<file path="src/rtl/vhp_pkg.sv">
// Shared types and constants for the video host port.
// Assumes: register indices are 5 bits wide, taken from control word bits 12:8.
package vhp_pkg;
    typedef enum logic [1:0] {
        PORT_NONE,
        PORT_DATA,
        PORT_CTRL,
        PORT_HV
    } port_e;

    localparam int REG_IDX_W = 5;
    localparam logic [REG_IDX_W-1:0] REG_MODE2   = 5'h01;
    localparam logic [REG_IDX_W-1:0] REG_AUTOINC = 5'h0F;
    localparam logic [REG_IDX_W-1:0] REG_DMA_B0  = 5'h13;  // first of five consecutive DMA bytes
    localparam logic [REG_IDX_W-1:0] REG_DMA_TOP = 5'h17;
    localparam int DMA_BYTES = 5;
    localparam logic [1:0]  REG_WORD_TAG = 2'b10;
    localparam logic [15:0] STATUS_BASE  = 16'h3600;
endpackage

</file>
<file path="src/rtl/vhp_port_decode.sv">
// Address decoder: picks the data, control or counter port from a host address.
// Assumes: only bits 23:22 and 4:1 take part; bit 0 and bits 21:5 are mirrors.
module vhp_port_decode
    import vhp_pkg::*;
#(
    parameter int ADDR_W = 24
) (
    input  logic [ADDR_W-1:0] addr,
    output port_e             port
);
    logic unused_addr_bits;
    assign unused_addr_bits = ^{addr[ADDR_W-3:5], addr[0]};

    // Select the port from the masked address.
    always_comb begin
        port = PORT_NONE;
        if (addr[ADDR_W-1:ADDR_W-2] == 2'b11 && !addr[4]) begin
            if (addr[3])
                port = PORT_HV;
            else if (addr[2])
                port = PORT_CTRL;
            else
                port = PORT_DATA;
        end
    end
endmodule

</file>
<file path="src/rtl/vhp_cmd_latch.sv">
// Command assembler: pairs two control words into a command code and an address,
// keeps the pending flag, and steps the address after each data transfer.
// Assumes: step_pulse never arrives in the same cycle as a control write.
module vhp_cmd_latch
    import vhp_pkg::*;
#(
    parameter int CMD_W  = 6,
    parameter int VADR_W = 16,
    parameter int STEP_W = 8
) (
    input  logic              clk,
    input  logic              rst_n,
    input  logic              ctl_wr,
    input  logic              ctl_rd,
    input  logic              dport_hit,
    input  logic [15:0]       wdata,
    input  logic              step_pulse,
    input  logic [STEP_W-1:0] step,
    input  logic              dma_en,
    input  logic              dma_kill,
    output logic [CMD_W-1:0]  cmd,
    output logic [VADR_W-1:0] addr,
    output logic              pending,
    output logic              word2,
    output logic              reg_wr
);
    logic word1;

    // Classify the control write.
    always_comb begin
        word1  = ctl_wr && !pending && (wdata[15:14] != REG_WORD_TAG);
        word2  = ctl_wr && pending;
        reg_wr = ctl_wr && !pending && (wdata[15:14] == REG_WORD_TAG);
    end

    // Pending flag between the two command words.
    always_ff @(posedge clk) begin
        if (!rst_n)
            pending <= 1'b0;
        else if (word1)
            pending <= 1'b1;
        else if (word2 || ctl_rd || dport_hit)
            pending <= 1'b0;
    end

    // Command code and address fields, plus the post-transfer step.
    always_ff @(posedge clk) begin
        if (!rst_n) begin
            cmd  <= '0;
            addr <= '0;
        end else begin
            if (word1) begin
                cmd[1:0]         <= wdata[15:14];
                addr[13:0]       <= wdata[13:0];
            end else if (word2) begin
                cmd[CMD_W-1]     <= wdata[7] && dma_en;
                cmd[CMD_W-2:2]   <= wdata[6:4];
                addr[VADR_W-1:14] <= wdata[1:0];
            end else if (step_pulse) begin
                addr <= addr + VADR_W'(step);
            end
            if (dma_kill)
                cmd[CMD_W-1] <= 1'b0;
        end
    end

    assert_first_word_R3: assert property (@(posedge clk) disable iff (!rst_n)
        ctl_wr && !pending && wdata[15:14] != REG_WORD_TAG |=> pending && cmd[1:0] == $past(wdata[15:14]));
    assert_second_word_R4: assert property (@(posedge clk) disable iff (!rst_n)
        ctl_wr && pending |=> !pending && addr[VADR_W-1:14] == $past(wdata[1:0]));
    assert_read_clears_R12: assert property (@(posedge clk) disable iff (!rst_n)
        (ctl_rd || dport_hit) && !ctl_wr |=> !pending);
    assert_step_adds_R6: assert property (@(posedge clk) disable iff (!rst_n)
        step_pulse && !ctl_wr |=> addr == $past(addr) + VADR_W'($past(step)));
endmodule

</file>
<file path="src/rtl/vhp_cfg_file.sv">
// Configuration file: decodes single-word register writes into mode, step and DMA settings.
// Assumes: reg_wr and word2 are never high together (both come from one control write).
module vhp_cfg_file
    import vhp_pkg::*;
#(
    parameter int STEP_W = 8
) (
    input  logic              clk,
    input  logic              rst_n,
    input  logic              reg_wr,
    input  logic [15:0]       wdata,
    input  logic              word2,
    output logic [STEP_W-1:0] auto_inc,
    output logic              dma_en,
    output logic              tall,
    output logic [15:0]       dma_len,
    output logic [21:0]       dma_src,
    output logic [1:0]        dma_mode,
    output logic              dma_wait,
    output logic              dma_kill
);
    logic [REG_IDX_W-1:0] idx;
    logic [7:0]           val;
    logic [7:0]           dma_byte [DMA_BYTES];
    logic                 unused_tag_bit;

    assign idx            = wdata[12:8];
    assign val            = wdata[7:0];
    assign unused_tag_bit = wdata[13];

    // Request to drop the DMA-active command bit.
    assign dma_kill = reg_wr && idx == REG_MODE2 && !val[4];

    // Mode and step registers.
    always_ff @(posedge clk) begin
        if (!rst_n) begin
            auto_inc <= '0;
            dma_en   <= 1'b0;
            tall     <= 1'b0;
        end else if (reg_wr) begin
            if (idx == REG_MODE2) begin
                dma_en <= val[4];
                tall   <= val[3];
            end
            if (idx == REG_AUTOINC)
                auto_inc <= val[STEP_W-1:0];
        end
    end

    // One register per consecutive DMA byte index.
    for (genvar k = 0; k < DMA_BYTES; k++) begin : g_dma_byte
        always_ff @(posedge clk) begin
            if (!rst_n)
                dma_byte[k] <= '0;
            else if (reg_wr && idx == REG_DMA_B0 + REG_IDX_W'(k))
                dma_byte[k] <= val;
        end
    end

    assign dma_len  = {dma_byte[1], dma_byte[0]};
    assign dma_src  = {dma_byte[4][5:0], dma_byte[3], dma_byte[2]};
    assign dma_mode = dma_byte[4][7:6];

    // Wait flag: set from the mode write, dropped by a second command word in mode 3.
    always_ff @(posedge clk) begin
        if (!rst_n)
            dma_wait <= 1'b0;
        else if (reg_wr && idx == REG_DMA_TOP)
            dma_wait <= val[7];
        else if (word2 && dma_mode == 2'd3)
            dma_wait <= 1'b0;
    end

    assert_wait_from_mode_R7: assert property (@(posedge clk) disable iff (!rst_n)
        reg_wr && wdata[12:8] == REG_DMA_TOP |=> dma_wait == $past(wdata[7]) && dma_mode == $past(wdata[7:6]));
    assert_wait_cleared_R9: assert property (@(posedge clk) disable iff (!rst_n)
        word2 && dma_mode == 2'd3 |=> !dma_wait);
endmodule

</file>
<file path="src/rtl/vhp_host_port.sv">
// Host port top: decodes the bus, forms the read data (data, status, counter),
// and joins the command assembler to the configuration file.
// Assumes: bus_rd and bus_wr are never high in the same cycle.
module vhp_host_port
    import vhp_pkg::*;
#(
    parameter int ADDR_W      = 24,
    parameter int V_W         = 9,
    parameter int HDOT_W      = 9,
    parameter int H_W         = 11,
    parameter int LINES_SHORT = 224,
    parameter int LINES_TALL  = 240,
    parameter int HBLANK_AT   = 1280
) (
    input  logic              clk,
    input  logic              rst_n,
    input  logic [ADDR_W-1:0] bus_addr,
    input  logic [15:0]       bus_wdata,
    input  logic              bus_wr,
    input  logic              bus_rd,
    output logic [15:0]       bus_rdata,
    output logic              dport_wr,
    output logic              dport_rd,
    input  logic [15:0]       dport_rdata,
    input  logic              data_port_access,
    input  logic [V_W-1:0]    beam_v,
    input  logic [HDOT_W-1:0] beam_hdot,
    input  logic [H_W-1:0]    beam_h,
    input  logic              region_pal,
    output logic [5:0]        cmd_code,
    output logic [15:0]       vram_addr,
    output logic [7:0]        auto_inc,
    output logic              dma_enable,
    output logic              display_tall,
    output logic [1:0]        dma_mode,
    output logic              dma_wait,
    output logic [15:0]       dma_length,
    output logic [21:0]       dma_source
);
    localparam logic [V_W-1:0] V_SHORT = V_W'(LINES_SHORT);
    localparam logic [V_W-1:0] V_TALL  = V_W'(LINES_TALL);
    localparam logic [H_W-1:0] H_EDGE  = H_W'(HBLANK_AT);

    port_e       port;
    logic        ctl_wr, ctl_rd;
    logic        pending, word2, reg_wr, dma_kill;
    logic        vblank, hblank;
    logic [15:0] status_word, hv_word;
    logic        unused_hdot_lsb;

    vhp_port_decode #(.ADDR_W(ADDR_W)) i_decode (
        .addr (bus_addr),
        .port (port)
    );

    // Port strobes.
    always_comb begin
        ctl_wr   = bus_wr && port == PORT_CTRL;
        ctl_rd   = bus_rd && port == PORT_CTRL;
        dport_wr = bus_wr && port == PORT_DATA;
        dport_rd = bus_rd && port == PORT_DATA;
    end

    vhp_cmd_latch #(.CMD_W(6), .VADR_W(16), .STEP_W(8)) i_cmd (
        .clk        (clk),
        .rst_n      (rst_n),
        .ctl_wr     (ctl_wr),
        .ctl_rd     (ctl_rd),
        .dport_hit  (dport_wr || dport_rd),
        .wdata      (bus_wdata),
        .step_pulse (data_port_access),
        .step       (auto_inc),
        .dma_en     (dma_enable),
        .dma_kill   (dma_kill),
        .cmd        (cmd_code),
        .addr       (vram_addr),
        .pending    (pending),
        .word2      (word2),
        .reg_wr     (reg_wr)
    );

    vhp_cfg_file #(.STEP_W(8)) i_cfg (
        .clk      (clk),
        .rst_n    (rst_n),
        .reg_wr   (reg_wr),
        .wdata    (bus_wdata),
        .word2    (word2),
        .auto_inc (auto_inc),
        .dma_en   (dma_enable),
        .tall     (display_tall),
        .dma_len  (dma_length),
        .dma_src  (dma_source),
        .dma_mode (dma_mode),
        .dma_wait (dma_wait),
        .dma_kill (dma_kill)
    );

    // Blanking flags and the two computed read words.
    always_comb begin
        vblank      = beam_v >= (display_tall ? V_TALL : V_SHORT);
        hblank      = beam_h >= H_EDGE;
        status_word = STATUS_BASE | {12'd0, vblank, hblank, cmd_code[5], region_pal};
        hv_word     = {beam_v[7:0], beam_hdot[8:1]};
    end
    assign unused_hdot_lsb = beam_hdot[0];

    // Registered read data, loaded on each read strobe.
    always_ff @(posedge clk) begin
        if (!rst_n)
            bus_rdata <= '0;
        else if (bus_rd) begin
            case (port)
                PORT_DATA: bus_rdata <= dport_rdata;
                PORT_CTRL: bus_rdata <= status_word;
                PORT_HV:   bus_rdata <= hv_word;
                default:   bus_rdata <= '0;
            endcase
        end
    end

    assert_dma_gate_R8: assert property (@(posedge clk) disable iff (!rst_n)
        !dma_enable |-> !cmd_code[5]);
    assert_status_fixed_R10: assert property (@(posedge clk) disable iff (!rst_n)
        bus_rd && port == PORT_CTRL |=> bus_rdata[15:8] == 8'h36);
    assert_unmapped_zero_R1: assert property (@(posedge clk) disable iff (!rst_n)
        bus_rd && port == PORT_NONE |=> bus_rdata == 16'h0000);
endmodule

</file>
<file path="config.mk">
export PLATFORM = sky130hd
export DESIGN_NAME = vhp_host_port
export DESIGN_NICKNAME = d
export VERILOG_FILES = /design/src/rtl/vhp_pkg.sv /design/src/rtl/vhp_port_decode.sv /design/src/rtl/vhp_cmd_latch.sv /design/src/rtl/vhp_cfg_file.sv /design/src/rtl/vhp_host_port.sv
export SDC_FILE = /design/constraint.sdc
export NUM_CORES = 1
export LEC_CHECK = 0
export BUFFER_PORTS_ARGS = -buffer_cell sky130_fd_sc_hd__buf_2
export CORE_MARGIN = 8
export CORE_UTILIZATION = 50
export CTS_BUF_LIST = sky130_fd_sc_hd__clkbuf_8
export CTS_CLUSTER_SIZE = 10
export DETAILED_ROUTE_END_ITERATION = 8
export GPL_ROUTABILITY_DRIVEN = 0
export GPL_TIMING_DRIVEN = 0
export HOLD_SLACK_MARGIN = 0.02
export PLACE_DENSITY = 0.82
export SLEW_MARGIN = 40
export SYNTH_ARGS = -nofsm -noshare
export SYNTH_HDL_FRONTEND = slang
export SYNTH_SLANG_ARGS = --single-unit
</file>
<file path="constraint.sdc">
create_clock -name clk -period 2.9 [get_ports clk]
set_input_delay 0.145 -clock clk [delete_from_list [all_inputs] [get_ports clk]]
set_output_delay 0.145 -clock clk [all_outputs]
set_load 0.005 [all_outputs]
</file>
=== Yosys cells after proc, flatten, opt, wreduce, memory -nomap -nowiden ===
Memories as Yosys holds them, arrays and structs flattened.
Index checks and enable logic that the tools add are counted.

* $add $sub $neg: 1
* Magnitude comparators: 2
* Equal/unequal tests: 15
* Mux-type cells: 34
* Bitwise operators: 7
* Reduce and logical (&&, ||, !) cells: 34

{| class="wikitable"
|+ Operator list
! cell !! number
|-
| one-hot mux 16 bit (3 select lines) || 1
|-
| two-way mux 8 bit || 5
|-
| two-way mux 14 bit || 2
|-
| == test 5 bit (second input constant) || 5
|-
| two-way mux 1 bit || 20
|-
| logical AND 1 bit || 18
|-
| adder 16 x 8 -> 16 bit || 1
|-
| two-way mux 16 bit || 1
|-
| greater-or-equal comparator 11 bit (second input constant) || 1
|-
| == test 2 bit (second input constant) || 5
|-
| AND reduction 2 bit || 5
|-
| greater-or-equal comparator 9 x 8 -> 1 bit || 1
|-
| two-way mux 2 bit || 4
|-
| nonzero test 2 bit || 4
|-
| == test 5 x 1 -> 1 bit (second input constant) || 1
|-
| == test 5 x 4 -> 1 bit (second input constant) || 1
|-
| two-way mux 5 bit || 1
|-
| OR 1 bit || 5
|-
| != test 2 bit (second input constant) || 2
|-
| zero test 1 bit || 3
|-
| logical OR 1 bit || 3
|-
| == test 2 x 1 -> 1 bit (second input constant) || 1
|-
| inverter 1 bit || 2
|-
| OR reduction 2 bit || 1
|}

* Register bits after elaboration: 50
* Memory bits (writable): 40
* Word-level logic and storage cells: 105
* Memories: 1

{| class="wikitable"
|+ Memories
! memory !! depth !! width !! read ports !! clocked after Yosys merged registers in !! wr ports !! line !! source
|-
| i_cfg.dma_byte || 5 || 8 || 5 || 0 || 5 || vhp_cfg_file.sv:24 || <nowiki>logic [7:0] dma_byte [DMA_BYTES];</nowiki>
|}

=== Logic depth before layout (Yosys ltp) ===
Gate-level depths: netlist of run 1.

* Depth in word-level cells: 12
* Depth in mapped cells: 7

=== Modules after synthesis ===
A second synthesis of run 1 with hierarchy kept.

* Cells, all modules: 461
* Area, all modules: 4566.9 um2

{| class="wikitable"
|+ By module, submodules not included
! module !! instances !! cells each !! area an instance (um2) !! seq. area each (um2)
|-
| vhp_cfg_file || 1 || 149 || 1926.8 || 1421.4
|-
| vhp_cmd_latch || 1 || 204 || 1650.3 || 460.4
|-
| vhp_host_port || 1 || 103 || 949.7 || 320.3
|-
| vhp_port_decode || 1 || 5 || 40.0 || 0.0
|}

=== Worst setup path after synthesis of run 1 ===
Ideal clock, no wire load.

* Path kind: register to register
* From: register i_cmd.addr[0]
* To: register i_cmd.addr[10]
* Library setup time: 0.074 ns
* Arrival: 1.936 ns
* Required time: 2.826 ns
* Setup slack: 0.890 ns
* Cell stages (with the launch flop): 8
* Path buffers: 0
* Clock period less this slack: 2.010 ns
* Cell sequence: dfxtp_1 ha_1 fa_1 a21o_2 a21oi_2 o31a_1 or4_1 a31oi_1

* Longest elaborated chain between the ends: 4

{| class="wikitable"
|+ RTL lines
! item !! line !! source
|-
| from (decl) || vhp_cmd_latch.sv:22 || <nowiki>output logic [VADR_W-1:0] addr,</nowiki>
|-
| from (signal assigned) || vhp_cmd_latch.sv:54 || <nowiki>addr[13:0] <= wdata[13:0];</nowiki>
|-
| from (signal, indexed assignment) || vhp_cmd_latch.sv:58 || <nowiki>addr[VADR_W-1:14] <= wdata[1:0];</nowiki>
|-
| from (signal assigned) || vhp_cmd_latch.sv:60 || <nowiki>addr <= addr + VADR_W'(step);</nowiki>
|-
| adder 16 x 8 -> 16 bit || vhp_cmd_latch.sv:60 ||
|-
| two-way mux 16 bit || vhp_cmd_latch.sv:59 || <nowiki>end else if (step_pulse) begin</nowiki>
|-
| two-way mux 14 bit || vhp_cmd_latch.sv:55 || <nowiki>end else if (word2) begin</nowiki>
|-
| two-way mux 14 bit || vhp_cmd_latch.sv:52 || <nowiki>if (word1) begin</nowiki>
|}

Every way passes these cells. The select of a mux whose other input is x is not followed.
A chain may end at the register's enable or synchronous reset.

=== Final worst setup path of run 1 ===
* From: register i_cmd.addr[4]
* To: register i_cmd.addr[11]

Same word-level chain as after synthesis.

==> run summary, run 1 <==
hpwl dp - 10600 um
cells after synthesis - 472
Max Freq - 0.413 GHz
Area Overhead vs Synth - 25.2%
TritonCTS buffer count - 9
fin nets - 735
via/cell ratio - 5.81
antenna-violating nets left - 0
vias in the first global route - 4343
clock root buffer - clkbuf_8
FF+latch count, synth - 90
Worst Max-Slew Pin Slew - 0.785 ns
minimum clock period - 2.42 ns
Finished Layout Cells - 747
status - finished clean
I/O Pins - 182
Post-synth EDFFs - 40
CP max-delay cell - a2111oi_0
final setup fails - 0
CP bufs+invs - 0
CTS sink cnt - 90
drt pass-1 iters - 5
Mapped Area - 4520 um2
Sw Ratio - 0.233
worst hold path class - in -> reg
sequential power share - 0.512
Yosys top cell by area - edfxtp_1
Clk pwr share - 0.388
Initial Utilization - 0.516
Worst VDD drop - 0.000266 V
Clock Path Buffers - 2
standard-cell rows - 34
Hold Buf Count CTS - 0
Cell Pwr Density - 473 nW/um2
H-Tree Depth - 3
Setup Fix Bufs, Post-CTS - 0
relative slew slack - 0.473
Seq/Total Area, Yosys - 0.487
all-layer global routing usage - 0.220
warning count from the yosys run - 0
RSZ-0062 raised after global routing - false
Worst-Skew Late Latency - 0.36 ns
Final Cycle Share - 0.835
Psw - 0.000624 W
TNS Setup - 0 ns
Synth cell types - 62
CP Cell Sequence - ha_1 > a21o_1 > a2111oi_0 > a2bb2oi_1 > nor4b_1 > a311o_1
crit end category - register
IO buf count - 151
largest net degree at the start of global routing - 15
first-pass GRT wire length - 22400 um
crit path DAT - 2.67 ns
Worst Setup Start Kind - register
Gate power share - 0.100
WL/cell - 18.8 um
FILL cells - 738
DIE HEIGHT - 111 um
total core area - 8760 um2
synthesized area per cell - 9.58 um2
Post-synth top cells - nor2_1 (52), dfxtp_1 (50), a21oi_1 (43), nand2_1 (42), edfxtp_1 (40)
worst slack at placement - 0.677 ns
diode count - 0
placed insts - 731
grt total ovfl - 0
Max Slew Vio Count - 0
Synth top area share - 0.266
Hold Slack - 0.0866 ns
dominant cells by area after synthesis - edfxtp_1 (27%), dfxtp_1 (22%), and2_1 (5.4%)
number of DRC markers in iteration 0 - 417
CP max stage delay - 0.51 ns
Max Fanout on Critical Path - 8
CTS tree - done
Max Cap Viol - 0
PostCTS Resize Cnt - 0
Routed WL - 14000 um
Total Power - 0.00268 W
Worst Setup Slack, final - 0.479 ns
WP data required - 3.15 ns
Synth Flop Type - dfxtp_1
Remaining DRCs - 0
via count of the routed design - 4341
critical setup path kind - reg -> reg
initial antenna violation count - 0
Worst-path clk slew - 0.09 ns
Net Count, Synth - 573
P_leak - 2.42 nW
Die ar. - 12300 um2
async set-reset flop share out of synthesis - 0
share of cells above drive strength 1 - 0.300
Final Skew - 0.0110 ns
die extent in x - 111 um
Cell Int Power - 0.00206 W
top-count cell post-synth - nor2_1
endpoints failing hold - 0
crit-path leading delay family - compound AO/OA/AOI/OAI gates
-- worst register-to-register path, stage by stage, from the launching register on --
cell       delay (ns)
dfxtp_1          0.33
ha_1             0.37
a21o_1           0.22
a2111oi_0        0.51
a2bb2oi_1        0.33
nor4b_1          0.24
a311o_1          0.31
-- path summary, 6_finish.rpt --
kind	to	depth (start not counted)	startpoint	slack (ns)
worst min register to register	i_cmd.cmd[3]$_SDFFE_PN0P_	2	i_cmd.cmd[3]$_SDFFE_PN0P_	0.46
worst max-delay path	i_cmd.addr[11]$_SDFFE_PN0P_	6	i_cmd.addr[4]$_SDFFE_PN0P_	0.48
worst min-delay path	i_cmd.cmd[0]$_SDFFE_PN0P_	3	bus_wdata[14]	0.09
worst max register to register	i_cmd.addr[11]$_SDFFE_PN0P_	6	i_cmd.addr[4]$_SDFFE_PN0P_	0.48
-- power groups by stage --
stage               Clock (W)  Combinational, W  Sequential [W]
detailed placement          0          0.000264         0.00140
global route          0.00110          0.000293         0.00138
CTS                   0.00104          0.000266         0.00137
floorplan                   0          0.000116         0.00141
global placement            0          0.000256         0.00140
finish                0.00104          0.000268         0.00137
-- sequential cells by signal (all words and copies together) (netlist names) --
register,cells
bus_rdata,16
i_cfg.auto_inc,8
i_cfg.dma_byte,40
i_cfg.dma_en,1
i_cfg.dma_wait,1
i_cfg.tall,1
i_cmd.addr,16
i_cmd.cmd,6
i_cmd.pending,1
-- logic make-up after synthesis --
kind of cell               count (synthesis)  share of synthesized area
AOI/OAI and AO/OA                        112                      0.156
xor gates and xnor gates                   5                    0.00968
adders and majority gates                 10                     0.0293
buffers and inverters                     26                     0.0274
DFF                                       90                      0.487
muxes                                     15                     0.0332
and+or+nand+nor                          214                      0.257
-- final cells by class --
| type | count | area, um2 | share of cell area |
|---|---|---|---|
| buffer | 22 | 109 | 0.0192 |
| clock buffer | 10 | 138 | 0.0243 |
| clock inverter | 6 | 106 | 0.0188 |
| inverter | 4 | 15.0 | 0.00265 |
| multi-input combinational | 356 | 2200 | 0.389 |
| sequential | 90 | 2200 | 0.389 |
| tap | 108 | 135 | 0.0239 |
| timing repair buffer | 151 | 756 | 0.133 |
-- cells in the final DEF, fill, tap and decap left out, drive strengths merged, types with 4 or more instances in the layout --
cell | Yosys | final
edfxtp | 40 | 40
a22oi | 4 | 4
o31ai | 4 | 4
nor3 | 9 | 9
inv | 3 | 5
a211o | 4 | 4
a31oi | 6 | 6
a211oi | 4 | 4
a21oi | 44 | 44
and3 | 6 | 6
o21ai | 20 | 20
buf | 10 | 161
nor3b | 8 | 8
or4 | 4 | 4
o211ai | 6 | 6
a2bb2oi | 4 | 4
nor2b | 4 | 4
mux2i | 15 | 15
and2 | 39 | 39
dfxtp | 50 | 50
nand3 | 15 | 15
nand2 | 42 | 42
clkbuf | 12 | 22
ha | 9 | 9
nand2b | 5 | 5
xnor2 | 4 | 4
nor4 | 5 | 5
nor2 | 56 | 56
-- through the flow --
stage          utilization  instance area, um2
2_1_floorplan            -                4520
3_3_place_gp         0.618                5410
3_5_place_dp         0.618                5410
4_1_cts              0.645                5660
5_1_grt              0.646                5660
6_report             0.646                5660
-- layer usage --
metal	GRT usage	routed length (um)	up-vias
li1	-	-	2045
met1	0.261	5620	2014
met2	0.356	6660	242
met3	0.0617	1250	40
met4	0.109	487	0
met5	0	0	-
No activity file was read; power rests on OpenSTA's default activity.
==> inputs of run 2 (changes only) <==
--- a/config.mk
+++ b/config.mk
@@ -5,16 +5,17 @@
 export SDC_FILE = /design/constraint.sdc
 export NUM_CORES = 1
 export LEC_CHECK = 0
+export ABC_AREA = 1
 export BUFFER_PORTS_ARGS = -buffer_cell sky130_fd_sc_hd__buf_2
 export CORE_MARGIN = 8
-export CORE_UTILIZATION = 50
+export CORE_UTILIZATION = 51
 export CTS_BUF_LIST = sky130_fd_sc_hd__clkbuf_8
 export CTS_CLUSTER_SIZE = 10
 export DETAILED_ROUTE_END_ITERATION = 8
 export GPL_ROUTABILITY_DRIVEN = 0
 export GPL_TIMING_DRIVEN = 0
 export HOLD_SLACK_MARGIN = 0.02
-export PLACE_DENSITY = 0.82
+export PLACE_DENSITY = 0.83
 export SLEW_MARGIN = 40
 export SYNTH_ARGS = -nofsm -noshare
 export SYNTH_HDL_FRONTEND = slang
==> constraint.sdc (replaced) <==
create_clock -name clk -period 2.39 [get_ports clk]
set_input_delay 0.1195 -clock clk [delete_from_list [all_inputs] [get_ports clk]]
set_output_delay 0.1195 -clock clk [all_outputs]
set_load 0.005 [all_outputs]
==> run 2 against run 1 <==
Compared with the run above:
- non-clock buffer count stayed put
- sequential share of layout area is 0.43 points lower
- final area is 1.1% higher
- clock-buffer cell count is 1 lower
- combinational power is 15% higher
- core utilization is 0.73 points higher
- power is 12% higher
- worst hold slack worse by 0.057 ns
- sequential cell count stayed put
- register-to-register slack worse by 0.12 ns
==> run summary, run 2 <==
status - finished clean
I/O Pins - 182
hold path depth - 3
Worst setup startpoint - i_cmd.addr[0]$_SDFFE_PN0P_
WL/cell - 16.4 um
hpwl dp - 10700 um
cells after synthesis - 578
H-Tree Depth - 3
async set-reset flop share out of synthesis - 0
TNS Setup - 0 ns
Final Cycle Share - 0.850
clock root buffer - clkbuf_8
antenna-violating nets left - 0
Max Cap Viol - 0
XOR/XNOR Fraction of Synth Area - 0.00380
RSZ-0062 raised after global routing - false
Max Slew Vio Count - 0
drt pass-1 iters - 5
all-layer global routing usage - 0.225
CTS tree - done
most frequent cells in the layout - buf_2 (155), nand2_1 (141), nor2_1 (83)
total core area - 8760 um2
Worst Setup Start Kind - register
share of cells above drive strength 1 - 0.274
DIE HEIGHT - 111 um
worst hold path class - in -> reg
Max Freq - 0.492 GHz
warning count from the yosys run - 0
IO buf count - 150
FF+latch count, synth - 90
fin nets - 843
via count of the routed design - 4632
post-synthesis compound-gate area fraction - 0.119
Synth cell types - 44
Die ar. - 12300 um2
R2R Setup Slk - 0.36 ns
Post-synth top cells - nand2_1 (141), nor2_1 (83), dfxtp_1 (50), a21oi_1 (49), inv_1 (49)
R2R depth - 11
post-synthesis mux area share - 0
r2r startpoint - i_cmd.addr[0]$_SDFFE_PN0P_
Setup Fix Bufs, Post-CTS - 0
Yosys top cell by area - edfxtp_1
die extent in x - 111 um
Seq/Total Area, Yosys - 0.477
Worst VDD drop - 0.000303 V
Clock Path Buffers - 2
max FFs per register - 40
grt total ovfl - 0
Worst-Skew Late Latency - 0.38 ns
worst hold endpoint - i_cfg.auto_inc[0]$_SDFFE_PN0P_
Synth Flop Type - dfxtp_1
min-delay src - bus_wdata[0]
diode count - 0
Remaining DRCs - 0
Post-Synth Simple-Gate Area - 0.303
commonest non-fill, non-tap cell in the layout - buf_2
Largest Register - i_cfg.dma_byte
Routed WL - 14000 um
synthesized area per cell - 7.98 um2
final setup fails - 0
number of DRC markers in iteration 0 - 292
standard-cell rows - 34
crit end category - register
largest net degree at the start of global routing - 19
Hold Slack - 0.0299 ns
via/cell ratio - 5.42
TritonCTS buffer count - 9
Final Skew - 0.00918 ns
Worst Max-Slew Pin Slew - 0.729 ns
FILL cells - 771
WP data required - 2.66 ns
CTS sink cnt - 90
endpoints failing hold - 0
Area Overhead vs Synth - 24.1%
Net Count, Synth - 679
crit path DAT - 2.30 ns
critical setup path kind - reg -> reg
top-count cell post-synth - nand2_1
Synth Area in Adders - 0.0287
P_leak - 2.66 nW
largest family of logic cells by synthesized area - simple AND/OR/NAND/NOR gates
Mapped Area - 4610 um2
initial antenna violation count - 0
first-pass GRT wire length - 23000 um
minimum clock period - 2.03 ns
Max Fanout on Critical Path - 4
Initial Utilization - 0.527
reg2reg end - i_cmd.addr[6]$_SDFFE_PN0P_
Post-synth EDFFs - 40
vias in the first global route - 4702
top flop regs - i_cfg.dma_byte: 40 flops, bus_rdata: 16 flops, i_cmd.addr: 16 flops
dominant cells by area after synthesis - edfxtp_1 (26%), dfxtp_1 (22%), nand2_1 (11%)
Worst-path clk slew - 0.10 ns
Synth top area share - 0.260
Cell Pwr Density - 526 nW/um2
relative slew slack - 0.511
[run 2: metal layers]
metal,up-vias,share of wire,track usage
li1,2247,-,-
met1,2140,0.41,0.265
met2,210,0.48,0.360
met3,35,0.093,0.0855
met4,0,0.022,0.0960
met5,-,0,0
[run 2: worst max-delay path, stage by stage, from the launching register on]
cell	delay, ns
dfxtp_1	0.35
ha_1	0.23
fa_1	0.38
nand2_1	0.10
nand2_1	0.08
nand3b_1	0.08
nand2_1	0.10
or2_2	0.29
nand3_1	0.06
o21ai_0	0.08
nor2_1	0.12
nor2_1	0.06
[run 2: worst max-delay path by stage]
stage / end / slack [ns] / cells past startpoint
after floorplan: i_cfg.dma_byte[2][0]$_SDFFCE_PN0P_ / 0.50 / 8
after global placement: i_cfg.dma_byte[2][4]$_SDFFCE_PN0P_ / 0.23 / 9
after detailed placement: i_cfg.dma_byte[2][4]$_SDFFCE_PN0P_ / 0.38 / 9
after CTS: i_cmd.addr[6]$_SDFFE_PN0P_ / 0.37 / 11
after global routing: i_cmd.addr[6]$_SDFFE_PN0P_ / 0.18 / 11
final: i_cmd.addr[6]$_SDFFE_PN0P_ / 0.36 / 11
[run 2: kinds of logic (layout without fill, tap and decap cells)]
kind of cell,after synthesis,count (layout)
and+or+nand+nor,306,306
AOI/OAI and AO/OA,97,97
DFF,90,90
buffers and inverters,73,242
adders and majority gates,10,10
xor gates and xnor gates,2,2
[run 2: cell type report]
class / count / area (um2) / share of cell area
multi-input cells: 415 / 2100 / 0.366
repair buffers: 153 / 781 / 0.136
flip-flops and latches: 90 / 2200 / 0.385
plain buffers: 20 / 115 / 0.0201
well taps: 108 / 135 / 0.0236
clock buffers: 9 / 124 / 0.0216
inverters: 53 / 200 / 0.0350
clock inverters: 7 / 72.6 / 0.0127
[run 2: report_power, final]
part           switching [W]  total, W  internal (W)
combinational       0.000192  0.000309      0.000117
sequential         0.0000181   0.00167       0.00165
clock               0.000631   0.00104      0.000408
total               0.000841   0.00301       0.00217
[run 2: what timing repair did]
| item | CTS | global route |
|---|---|---|
| resized for setup | 0 | 0 |
| endpoints found under the hold margin | 3 | 0 |
| hold buffers | 3 | 0 |
[run 2: stage by stage]
stage	util	cells	area, um2	setup slack, ns	power (W)
5_1_grt	0.653	855	5730	0.181	0.00312
6_report	0.653	855	5730	0.358	0.00301
4_1_cts	0.653	855	5730	0.373	0.00302
3_5_place_dp	0.628	836	5500	0.379	0.00200
2_1_floorplan	-	578	4610	0.502	0.00184
3_3_place_gp	0.628	836	5500	0.226	0.00199
